`src/rtl/pwr_seq_pkg.sv`:
```
package pwr_seq_pkg;

    typedef enum logic [2:0] {
        ST_NORMAL = 3'd0,
        ST_AHALT  = 3'd1,
        ST_QSTART = 3'd2,
        ST_SNOOP  = 3'd3,
        ST_DSLEEP = 3'd4
    } pstate_e;

    typedef struct packed {
        pstate_e st;
        pstate_e ret;
        logic    illegal;
        logic    core_init;
        logic    irq_ack;
        logic    flush_ack;
        logic    grant;
    } seq_t;

endpackage

```
`src/rtl/pwr_lock_timer.sv`:
```
module pwr_lock_timer #(
    parameter int unsigned LOCK_CYCLES = 8
) (
    input  logic clk,
    input  logic rst_n,
    input  logic start,
    output logic busy,
    output logic done
);
    localparam int unsigned CW = $clog2(LOCK_CYCLES + 1);

    logic [CW-1:0] cnt_d, cnt_q;

    always_comb begin
        cnt_d = cnt_q;
        if (start) begin
            cnt_d = CW'(LOCK_CYCLES);
        end else if (cnt_q != '0) begin
            cnt_d = cnt_q - CW'(1);
        end
    end

    always_ff @(posedge clk or negedge rst_n) begin
        if (!rst_n) begin
            cnt_q <= '0;
        end else begin
            cnt_q <= cnt_d;
        end
    end

    assign busy = (cnt_q != '0);
    assign done = (cnt_q == CW'(1));

endmodule

```
`src/rtl/pwr_input_mon.sv`:
```
module pwr_input_mon #(
    parameter int unsigned N_MON = 3
) (
    input  logic             clk,
    input  logic             rst_n,
    input  logic [N_MON-1:0] sample_i,
    output logic             changed_o
);
    logic [N_MON-1:0] prev_d, prev_q;
    logic [N_MON-1:0] diff;

    for (genvar i = 0; i < N_MON; i++) begin : g_bit
        assign diff[i] = sample_i[i] ^ prev_q[i];
    end

    always_comb begin
        prev_d = sample_i;
    end

    always_ff @(posedge clk or negedge rst_n) begin
        if (!rst_n) begin
            prev_q <= '0;
        end else begin
            prev_q <= prev_d;
        end
    end

    assign changed_o = |diff;

endmodule

```
`src/rtl/pwr_state_seq.sv`:
```
module pwr_state_seq
    import pwr_seq_pkg::*;
#(
    parameter int unsigned LOCK_CYCLES = 8
) (
    input  logic       clk,
    input  logic       rst_n,
    input  logic       stop_req,
    input  logic       dsleep_req,
    input  logic       bclk_run,
    input  logic       halt_ind,
    input  logic       core_reset,
    input  logic       snoop_req,
    input  logic       bus_quiet,
    input  logic       bpri_req,
    input  logic       irq_req,
    input  logic       flush_req,
    output logic [2:0] state_o,
    output logic       core_clk_en,
    output logic       pll_wait,
    output logic       snoop_grant,
    output logic       illegal_act,
    output logic       core_init,
    output logic       irq_ack,
    output logic       flush_ack
);
    localparam int unsigned N_MON = 3;

    seq_t q, d;

    logic lock_start, lock_busy, lock_done;
    logic mon_changed;
    logic restricted;
    logic cause_clk, cause_pin, cause_both, wake;

    pwr_lock_timer #(.LOCK_CYCLES(LOCK_CYCLES)) u_lock (
        .clk   (clk),
        .rst_n (rst_n),
        .start (lock_start),
        .busy  (lock_busy),
        .done  (lock_done)
    );

    pwr_input_mon #(.N_MON(N_MON)) u_mon (
        .clk       (clk),
        .rst_n     (rst_n),
        .sample_i  ({flush_req, irq_req, halt_ind}),
        .changed_o (mon_changed)
    );

    always_comb begin
        d          = q;
        d.illegal  = 1'b0;
        d.core_init = core_reset;
        d.irq_ack  = 1'b0;
        d.flush_ack = 1'b0;
        lock_start = 1'b0;

        restricted = (q.st == ST_QSTART) || (q.st == ST_SNOOP && q.ret == ST_QSTART);
        cause_clk  = !bclk_run;
        cause_pin  = dsleep_req;
        cause_both = cause_clk && cause_pin;
        wake       = !cause_clk && !cause_pin;

        case (q.st)
            ST_NORMAL: begin
                d.irq_ack   = irq_req;
                d.flush_ack = flush_req;
                if (stop_req) begin
                    d.st = ST_QSTART;
                end else if (halt_ind) begin
                    d.st = ST_AHALT;
                end
            end
            ST_AHALT: begin
                d.irq_ack   = irq_req;
                d.flush_ack = flush_req;
                if (stop_req) begin
                    d.st = ST_QSTART;
                end else if (core_reset) begin
                    d.st = ST_NORMAL;
                end else if (snoop_req) begin
                    d.st  = ST_SNOOP;
                    d.ret = ST_AHALT;
                end else if (!halt_ind) begin
                    d.st = ST_NORMAL;
                end
            end
            ST_QSTART: begin
                if (snoop_req) begin
                    d.st  = ST_SNOOP;
                    d.ret = ST_QSTART;
                end else if (!stop_req) begin
                    d.st = ST_NORMAL;
                end else if (cause_clk ^ cause_pin) begin
                    d.st = ST_DSLEEP;
                end
            end
            ST_SNOOP: begin
                if (bus_quiet) begin
                    d.st = q.ret;
                end
            end
            ST_DSLEEP: begin
                if (lock_done) begin
                    d.st = ST_QSTART;
                end else if (wake && !lock_busy) begin
                    lock_start = 1'b1;
                end
            end
            default: begin
                d.st = ST_NORMAL;
            end
        endcase

        d.illegal = (restricted && mon_changed) ||
                    (cause_both && (q.st == ST_QSTART || q.st == ST_DSLEEP));
        d.grant   = (d.st == ST_SNOOP) && !bpri_req;
    end

    always_ff @(posedge clk or negedge rst_n) begin
        if (!rst_n) begin
            q.st        <= ST_NORMAL;
            q.ret       <= ST_NORMAL;
            q.illegal   <= 1'b0;
            q.core_init <= 1'b0;
            q.irq_ack   <= 1'b0;
            q.flush_ack <= 1'b0;
            q.grant     <= 1'b0;
        end else begin
            q <= d;
        end
    end

    assign state_o     = q.st;
    assign core_clk_en = !(q.st == ST_QSTART || q.st == ST_DSLEEP);
    assign pll_wait    = lock_busy;
    assign snoop_grant = q.grant;
    assign illegal_act = q.illegal;
    assign core_init   = q.core_init;
    assign irq_ack     = q.irq_ack;
    assign flush_ack   = q.flush_ack;

endmodule

```
`config.mk`:
```
export PLATFORM = sky130hd
export DESIGN_NAME = pwr_state_seq
export DESIGN_NICKNAME = d
export VERILOG_FILES = /design/src/rtl/pwr_seq_pkg.sv /design/src/rtl/pwr_lock_timer.sv /design/src/rtl/pwr_input_mon.sv /design/src/rtl/pwr_state_seq.sv
export SDC_FILE = /design/constraint.sdc
export NUM_CORES = 1
export LEC_CHECK = 0
export BUFFER_PORTS_ARGS = -buffer_cell sky130_fd_sc_hd__buf_2
export CAP_MARGIN = 20
export CELL_PAD_IN_SITES_DETAIL_PLACEMENT = 1
export CELL_PAD_IN_SITES_GLOBAL_PLACEMENT = 1
export CORE_MARGIN = 1.5
export CORE_UTILIZATION = 35
export CTS_CLUSTER_SIZE = 16
export DETAILED_ROUTE_END_ITERATION = 10
export GPL_TIMING_DRIVEN = 1
export PLACE_DENSITY = 0.81
export SLEW_MARGIN = 20
export SYNTH_ARGS = -nofsm -noshare
export SYNTH_HDL_FRONTEND = slang
export SYNTH_SLANG_ARGS = --single-unit
```
`constraint.sdc`:
```
create_clock -name clk -period 1.4 [get_ports clk]
set_input_delay 0.28 -clock clk [delete_from_list [all_inputs] [get_ports clk]]
set_output_delay 0.28 -clock clk [all_outputs]
set_load 0.02 [all_outputs]
```
## Word-level counts from Yosys, hierarchy flattened

Index checks and enable logic that the tools add are counted.
Widths: inputs -> output; s select.

| cells by class | value |
|---|---|
| add/subtract/negate cells | 1 |
| equality and inequality tests | 11 |
| muxes and demuxes | 23 |
| bitwise operators | 4 |
| reduce and logical (&&, ||, !) cells | 22 |

Operators with widths:

| cell | number |
|---|---|
| $mux 3 | 15 |
| $pmux 3 s5 | 1 |
| $eq 3x2->1 const B | 4 |
| $mux 4 | 2 |
| $ne 2x2->1 const B | 4 |
| $logic_and 1x1->1 | 7 |
| $pmux 3 s2 | 1 |
| $logic_not 1->1 | 5 |
| $reduce_and 5->1 | 1 |
| $eq 4x1->1 const B | 1 |
| $reduce_bool 2->1 | 2 |
| $reduce_bool 4->1 | 1 |
| $sub 4x1->4 const B | 1 |
| $xor 1x1->1 | 4 |
| $eq 3x1->1 const B | 1 |
| $eq 3x3->1 const B | 1 |
| $logic_not 3->1 | 1 |
| $logic_or 1x1->1 | 3 |
| $mux 1 | 3 |
| $reduce_or 3->1 | 1 |
| $mux 2 | 1 |
| $reduce_or 2->1 | 1 |

| word-level totals | value |
|---|---|
| bits in registers | 18 |
| bits of input ports | 12 |
| output and inout bits | 10 |
| logic and storage cells | 70 |

## Depth between registers and ports, before layout

Gate-level depths: netlist of the first run.

| depth | value |
|---|---|
| depth after elaboration | 8 |
| depth in mapped cells | 5 |
| gate-level depth less buffers | 5 |

## Modules after synthesis

From an unflattened synthesis of the first run, not the netlist that was laid out.

| second synthesis, totals | value |
|---|---|
| cells, all modules | 94 |
| area, all modules | 910.9 sq um |

By module, submodules not included:

| module | times used | cells each | area an instance (sq um) | seq. area each (sq um) |
|---|---|---|---|---|
| pwr_state_seq | 1 | 62 | 558.0 | 250.2 |
| pwr_lock_timer | 1 | 25 | 246.5 | 100.1 |
| pwr_input_mon | 1 | 7 | 106.4 | 75.1 |

## Least setup slack after synthesis of the first run

No wires, ideal clock.

| timing path | value |
|---|---|
| path type | reg-to-reg |
| start | register q, in the netlist state_o[1] |
| end | register u_lock.cnt_q[0] |
| setup time | 125 ps |
| data arrival time | 1306 ps |
| required time | 1275 ps |
| slack | -31 ps |
| cell stages (with the launch flop) | 6 |
| path buffers | 1 |
| clock period less this slack | 1431 ps |
| cell sequence | dfrtp_1 -> buf_6 -> nand2b_1 -> a211oi_1 -> a21oi_1 -> mux2_2 |

| on the way | value |
|---|---|
| cells in the longest elaborated chain, start to end | 3 |

RTL lines:

| item | RTL line | RTL |
|---|---|---|
| from (decl) | pwr_state_seq.sv:29 | `seq_t q, d;` |
| $eq 3x3->1 (*) | pwr_state_seq.sv:65 | `case (q.st)` |
| $mux 1 (*) | pwr_state_seq.sv:65 |  |
| $mux 4 / $reduce_bool 2->1 (equally long branches) | n/a |  |
| to (signal assigned) | pwr_lock_timer.sv:27 | `cnt_q <= cnt_d;` |
| to (decl) | pwr_lock_timer.sv:12 | `logic [CW-1:0] cnt_d, cnt_q;` |

Every way passes the cells marked *; elsewhere a longest branch is shown, timed or not.
A chain may end at the register's enable or synchronous reset.

## Worst setup path after layout of the first run

| timing path | value |
|---|---|
| start | register q, in the netlist state_o[0] |
| end | output core_clk_en |

| on the way | value |
|---|---|
| cells in the longest elaborated chain, start to end | 3 |

RTL lines:

| item | RTL line | RTL |
|---|---|---|
| $eq 3x2->1 / $eq 3x3->1 (equally long branches) | pwr_state_seq.sv:136 | `assign core_clk_en = !(q.st == ST_QSTART \|\| q.st == ST_DSLEEP);` |
| $logic_or 1x1->1 (*) | pwr_state_seq.sv:136 |  |
| $logic_not 1->1 (*) | pwr_state_seq.sv:136 |  |
| to (decl) | pwr_state_seq.sv:19 | `output logic core_clk_en,` |

Marked as above.

==> reports/metrics.yaml, run 1 <==
outcome:
  outcome: "finished with violations"
  failed_checks: "negative setup slack"
setup_path:
  crit_type: "reg2out"
  r2r_slack_ns: -0.17
  cp-start-kind: "flop"
  crit_fanout: 7
  cp-end-kind: "output port"
  reg2regPathDepth: 5
  required_ns: 1.12
  r2r-end: "snoop_grant"
  worstReg2RegStart: "state_o[2]"
  cp.arrival_ns: 1.29
worst_hold_path:
  worstHoldPathCells: 1
  hold_end: "core_init"
  min_from: "core_reset"
  hold_path_class: "in2reg"
placed_design:
  port_buffers: 21
  gp_congestion: 0.835
  place_ws_ns: -0.0735
  place_inst: 141
  placed_area_sq_um: 1070
  hpwl_um: 1700
sta:
  fin_skew_ns: 0.000953
  max_slew_margin_pct: 74.4
  hold_viol_final: 0
  period_minus_slack_ns: 1.57
  tightestPinTransition_ns: 0.384
  finalCritPeriodShare_pct: 112
  setup_ws_ns: -0.168
  slew_viol_final: 0
  holdWs_ns: 0.103
  rsz0062_at_grt: "true"
  setup_viol: 11
  max_freq_ghz: 0.638
floorplanning:
  fp.coreArea_sq_um: 2430
  pin_count: 22
  fp.dieW_um: 53.4
  die_height_um: 53.4
  num_rows: 18
  die_area_sq_um: 2850
  start_util_pct: 36.6
detailed_routing:
  route.detailed.drc: 0
  first_pass_iters: 3
  ant_nets: 0
  num_vias: 873
  vias_per_cell: 5.29
  routed_wl_um: 3150
  drt_iter0_markers: 10
  wire_per_inst_um: 19.1
global_routing:
  grt_pass1_vias: 930
  grt_pass1_wl_um: 4530
  met2_usage_pct: 41.6
  track_usage_pct: 24.6
  grt.overflow.total: 0
  grt-busiest-layer: "met2"
  grtUsageMet1_pct: 25.1
  use_met3_pct: 4.52
  grt_max_degree: 18
  grt_antenna_before_repair: 0
power:
  power_mw: 3.14
  cellLeakagePower_nw: 0.698
  cellPowerDensity_nw_per_um2: 2230
  ir_worst_vdd_uv: 1240
synth:
  synth_compound_area_share_pct: 16.7
  synthSimpleGateAreaFrac_pct: 14.1
  synth_top_family_by_area: "compound AO/OA/AOI/OAI gates"
  synth_area_per_cell_sq_um: 10.3
  synth.ff_latch_count: 17
  synthMuxAreaShare_pct: 1.27
  syn_area_sq_um: 890
  ys_types: 32
  ys_warn_count: 0
  syn_nets: 103
  synth_xor_area_share_pct: 4.92
  ys_seq_area_share_pct: 47.8
  netlist_instances: 86
  synthAdderAreaFrac_pct: 7.03
finish:
  fillCellCount: 277
  final_cell_mix: "buf_4, buf_2, dfrtp_1"
  layout_commonest_cell: "buf_4"
  n_antenna_cell: 0
  fin_cells: 165
  fin_nets: 153
  drive_gt1_share_pct: 56.3
  syn_to_final_growth_pct: 58.4
  final_cell_area_sq_um: 1410
cts:
  clk_latency_ns: 0.30
  clk_path_buf_depth: 2
  path_clk_slew_ns: 0.11
  cts_tree: "done"
  ctsHtreeMaxLevel: 1
  cts_buffers: 3
  cts.sinks: 17
  root_buffer: "clkbuf_4"
run:
  max-cap-violations: 0
[repair_timing]
action,CTS,global route
setup endpoints to repair,6,12
hold buffers,1,0
setup buffers,15,4
pin swaps,12,6
gates resized for setup,32,10
hold endpoints to repair,17,0
[registers in the layout, summed over array words and instances, names as in the netlist]
register and count:
core_init 1, snoop_grant 1, illegal_act 1, q 2
u_mon.prev_q 3, state_o 3, irq_ack 1, u_lock.cnt_q 4
flush_ack 1
[layer usage]
| layer | vias to the layer above | share of wire [%] |
|---|---|---|
| met5 | - | 0 |
| li1 | 391 | - |
| met2 | 27 | 54 |
| met1 | 442 | 38 |
| met4 | 0 | 4.9 |
| met3 | 13 | 3.0 |
[layout make-up]
class	instances	area (sq um)	area share, %
clock buffer	3	22.5	1.60
clock inverter	1	5.00	0.355
inverter	9	36.3	2.58
multi-input combinational	55	507	36.0
sequential	17	428	30.4
tap	30	37.5	2.66
timing repair buffer	50	373	26.5
[cell families (layout without fill, tap and decap cells)]
kind of cell    count (synthesis)  after routing
simple gates                   24             24
buf+inv                        14             63
mux                             1              1
fa+ha+maj                       5              5
xor+xnor                        5              5
flops                          17             17
compound gates                 20             20
[worst max-delay path by stage]
stage	start	endpoint	slack, ns	cells past startpoint
2_1_floorplan	state_o[1]	u_lock.cnt_q[0]	0.02	5
3_3_place_gp	state_o[1]	state_o[1]	0.01	4
3_5_place_dp	state_o[1]	snoop_grant	-0.07	4
4_1_cts	state_o[1]	snoop_grant	-0.17	5
5_1_grt	state_o[1]	snoop_grant	-0.23	5
6_report	state_o[0]	core_clk_en	-0.17	3
[where the power goes]
group | total, mW | internal (mW) | leakage [nW] | switching, mW
Sequential | 0.821 | 0.664 | 0.204 | 0.157
Clock | 0.278 | 0.107 | 0.0177 | 0.171
Combinational | 2.04 | 1.07 | 0.476 | 0.976
Total | 3.14 | 1.84 | 0.698 | 1.30
[through the flow]
stage	utilization [%]	TNS (ns)
final	57.9	-1.03
after global routing	57.9	-1.57
after CTS	54.9	-0.756
after detailed placement	43.8	-0.113
after global placement	43.8	0
after floorplan	-	0
[Yosys cell counts, drive strengths merged]
master | instances | area, sq um
a21o | 2 | 15.0
nor3b | 1 | 7.51
nand2b | 3 | 18.8
o311a | 1 | 10.0
or3 | 1 | 6.26
mux2 | 1 | 11.3
a211oi | 3 | 27.5
or3b | 1 | 8.76
nor2 | 5 | 18.8
nor3 | 2 | 10.0
o31ai | 1 | 7.51
dfrtp | 17 | 425
and2 | 2 | 12.5
inv | 9 | 33.8
a221o | 1 | 11.3
o32ai | 1 | 8.76
o21ai | 2 | 10.0
xor2 | 3 | 26.3
o21a | 1 | 7.51
buf | 5 | 38.8
a21oi | 5 | 25.0
o2111ai | 1 | 8.76
nor4b | 1 | 8.76
a41o | 1 | 10.0
a21boi | 1 | 7.51
xnor2 | 2 | 17.5
nand3b | 1 | 7.51
nand2 | 7 | 26.3
ha | 5 | 62.6
[critical path, cell delays in order, from the launching register on]
cell and delay, ns:
dfrtp_1 0.45, buf_4 0.21, a21o_1 0.19, buf_6 0.14
(Power assumes the default switching activity.)
==> run 2, diff against run 1 <==
--- a/config.mk
+++ b/config.mk
@@ -11,9 +11,9 @@
 export CELL_PAD_IN_SITES_GLOBAL_PLACEMENT = 1
 export CORE_MARGIN = 1.5
-export CORE_UTILIZATION = 35
+export CORE_UTILIZATION = 42
 export CTS_CLUSTER_SIZE = 16
 export DETAILED_ROUTE_END_ITERATION = 10
 export GPL_TIMING_DRIVEN = 1
-export PLACE_DENSITY = 0.81
+export PLACE_DENSITY = 0.9
 export SLEW_MARGIN = 20
 export SYNTH_ARGS = -nofsm -noshare
==> constraint.sdc (replaced) <==
create_clock -name clk -period 2 [get_ports clk]
set_input_delay 0.1 -clock clk [delete_from_list [all_inputs] [get_ports clk]]
set_output_delay 0.1 -clock clk [all_outputs]
set_load 0.02 [all_outputs]
==> run 2 against run 1 <==
  * The run now ends clean
  * Via count is 18% lower
  * Critical endpoint is now u_lock.cnt_q[0]
  * Critical path type is now reg2reg
  * Combinational power is 68% lower
  * Global-route usage is 5.6 points lower
==> reports/metrics.yaml, run 2 (synthesis results as in run 1) <==
placed_design:
  place_ws_ns: 0.435
  place_inst: 129
  port_buffers: 21
  gp_congestion: 0.759
  hpwl_um: 1490
detailed_routing:
  num_vias: 713
  vias_per_cell: 5.17
  first_pass_iters: 4
  routed_wl_um: 2090
  drt_iter0_markers: 11
  wire_per_inst_um: 15.2
  ant_nets: 0
  route.detailed.drc: 0
cts:
  root_buffer: "clkbuf_4"
  cts_tree: "done"
  ctsHtreeMaxLevel: 1
  clk_path_buf_depth: 2
  clk_latency_ns: 0.29
  path_clk_slew_ns: 0.10
  cts_resized: 0
  cts_buffers: 3
  cts.sinks: 17
sta:
  finalCritPeriodShare_pct: 81.8
  setup_ws_ns: 0.365
  max_slew_margin_pct: 72.6
  fin_skew_ns: 0.00124
  fin_tns_setup_ns: 0
  slew_viol_final: 0
  period_minus_slack_ns: 1.64
  max_freq_ghz: 0.612
  tightestPinTransition_ns: 0.405
  rsz0062_at_grt: "false"
  hold_viol_final: 0
  setup_viol: 0
setup_path:
  cp-start-kind: "flop"
  critical_path.cell_chain: "nand2b_1 > a211oi_1 > a21oi_1 > mux2_2"
  slowest_stage: "dfrtp_1"
  crit_fanout: 11
  required_ns: 2.19
  cp.arrival_ns: 1.83
  cp-end-kind: "flop"
  crit_type: "reg2reg"
  crit_family: "compound AO/OA/AOI/OAI gates"
  worst_path_largest_cell_delay_ns: 0.50
  path_buf_inv: 0
global_routing:
  grt_pass1_wl_um: 3450
  grt_pass1_vias: 750
  grt.overflow.total: 0
  grt_max_degree: 18
  track_usage_pct: 19.0
  grt_antenna_before_repair: 0
floorplanning:
  pin_count: 22
  num_rows: 16
  start_util_pct: 44.9
  die_area_sq_um: 2400
  fp.dieW_um: 49.0
  fp.coreArea_sq_um: 1980
  die_height_um: 49.0
finish:
  n_antenna_cell: 0
  syn_to_final_growth_pct: 19.8
  layout_commonest_cell: "buf_2"
  drive_gt1_share_pct: 24.3
  fin_cells: 138
  top_register: "u_lock.cnt_q"
  final_cell_mix: "buf_2, dfrtp_1, inv_1"
  fin_nets: 129
  fillCellCount: 232
  largest_reg_flops: 4
power:
  ir_worst_vdd_uv: 711
  power_mw: 1.44
  cellPowerDensity_nw_per_um2: 1350
  cellLeakagePower_nw: 0.527
worst_hold_path:
  hold_path_class: "in2reg"
run:
  max-cap-violations: 0
outcome:
  outcome: "complete, no violations"
[run 2: worst min-delay path, cell delays in order]
cell	delay, ns
buf_2	0.07
inv_1	0.03
o311a_1	0.09
[run 2: repair_timing]
action	in CTS	in global routing
setup endpoints to repair	0	0
hold endpoints to repair	21	0
hold buffers	5	0
setup buffers	0	0
[run 2: cell type report]
class	count	area [sq um]	share of cell area, %
sequential	17	425	39.9
multi-input combinational	55	392	36.7
timing repair buffer	26	155	14.6
inverter	9	33.8	3.17
tap	27	33.8	3.17
clock buffer	4	26.3	2.46
[run 2: per-stage QoR]
step	hold WS (ns)	area [sq um]	utilization [%]
global placement	0.0338	990	49.9
finish	0.0311	1070	53.8
global route	0.0256	1070	53.8
CTS	0.0299	1070	53.8
detailed placement	0.0456	990	49.9
floorplan	-0.196	890	-
[run 2: report_power, final]
part	leakage [nW]	internal (mW)	switching [mW]	total, mW
logic	0.305	0.286	0.365	0.650
clock network	0.0150	0.0777	0.114	0.192
registers	0.207	0.461	0.133	0.594
[run 2: per-layer routing]
layer | vias up | part of all wire [%] | GRT usage, %
met4 | 0 | 2.6 | 11.0
met1 | 343 | 43 | 21.8
met2 | 20 | 51 | 33.8
li1 | 343 | - | -
met3 | 7 | 3.7 | 2.45
met5 | - | 0 | 0
[run 2: worst paths after layout]
check	endpoint	startpoint	slack, ns	depth (start not counted)
worst min register to register	q[5]	q[5]	0.51	1
worst min-delay path	snoop_grant	bpri_req	0.03	3
worst max register to register	u_lock.cnt_q[0]	state_o[1]	0.36	4
min in group asynchronous	irq_ack	rst_n	0.24	2
max in group asynchronous	q[5]	rst_n	1.50	2
worst max-delay path	u_lock.cnt_q[0]	state_o[1]	0.36	4
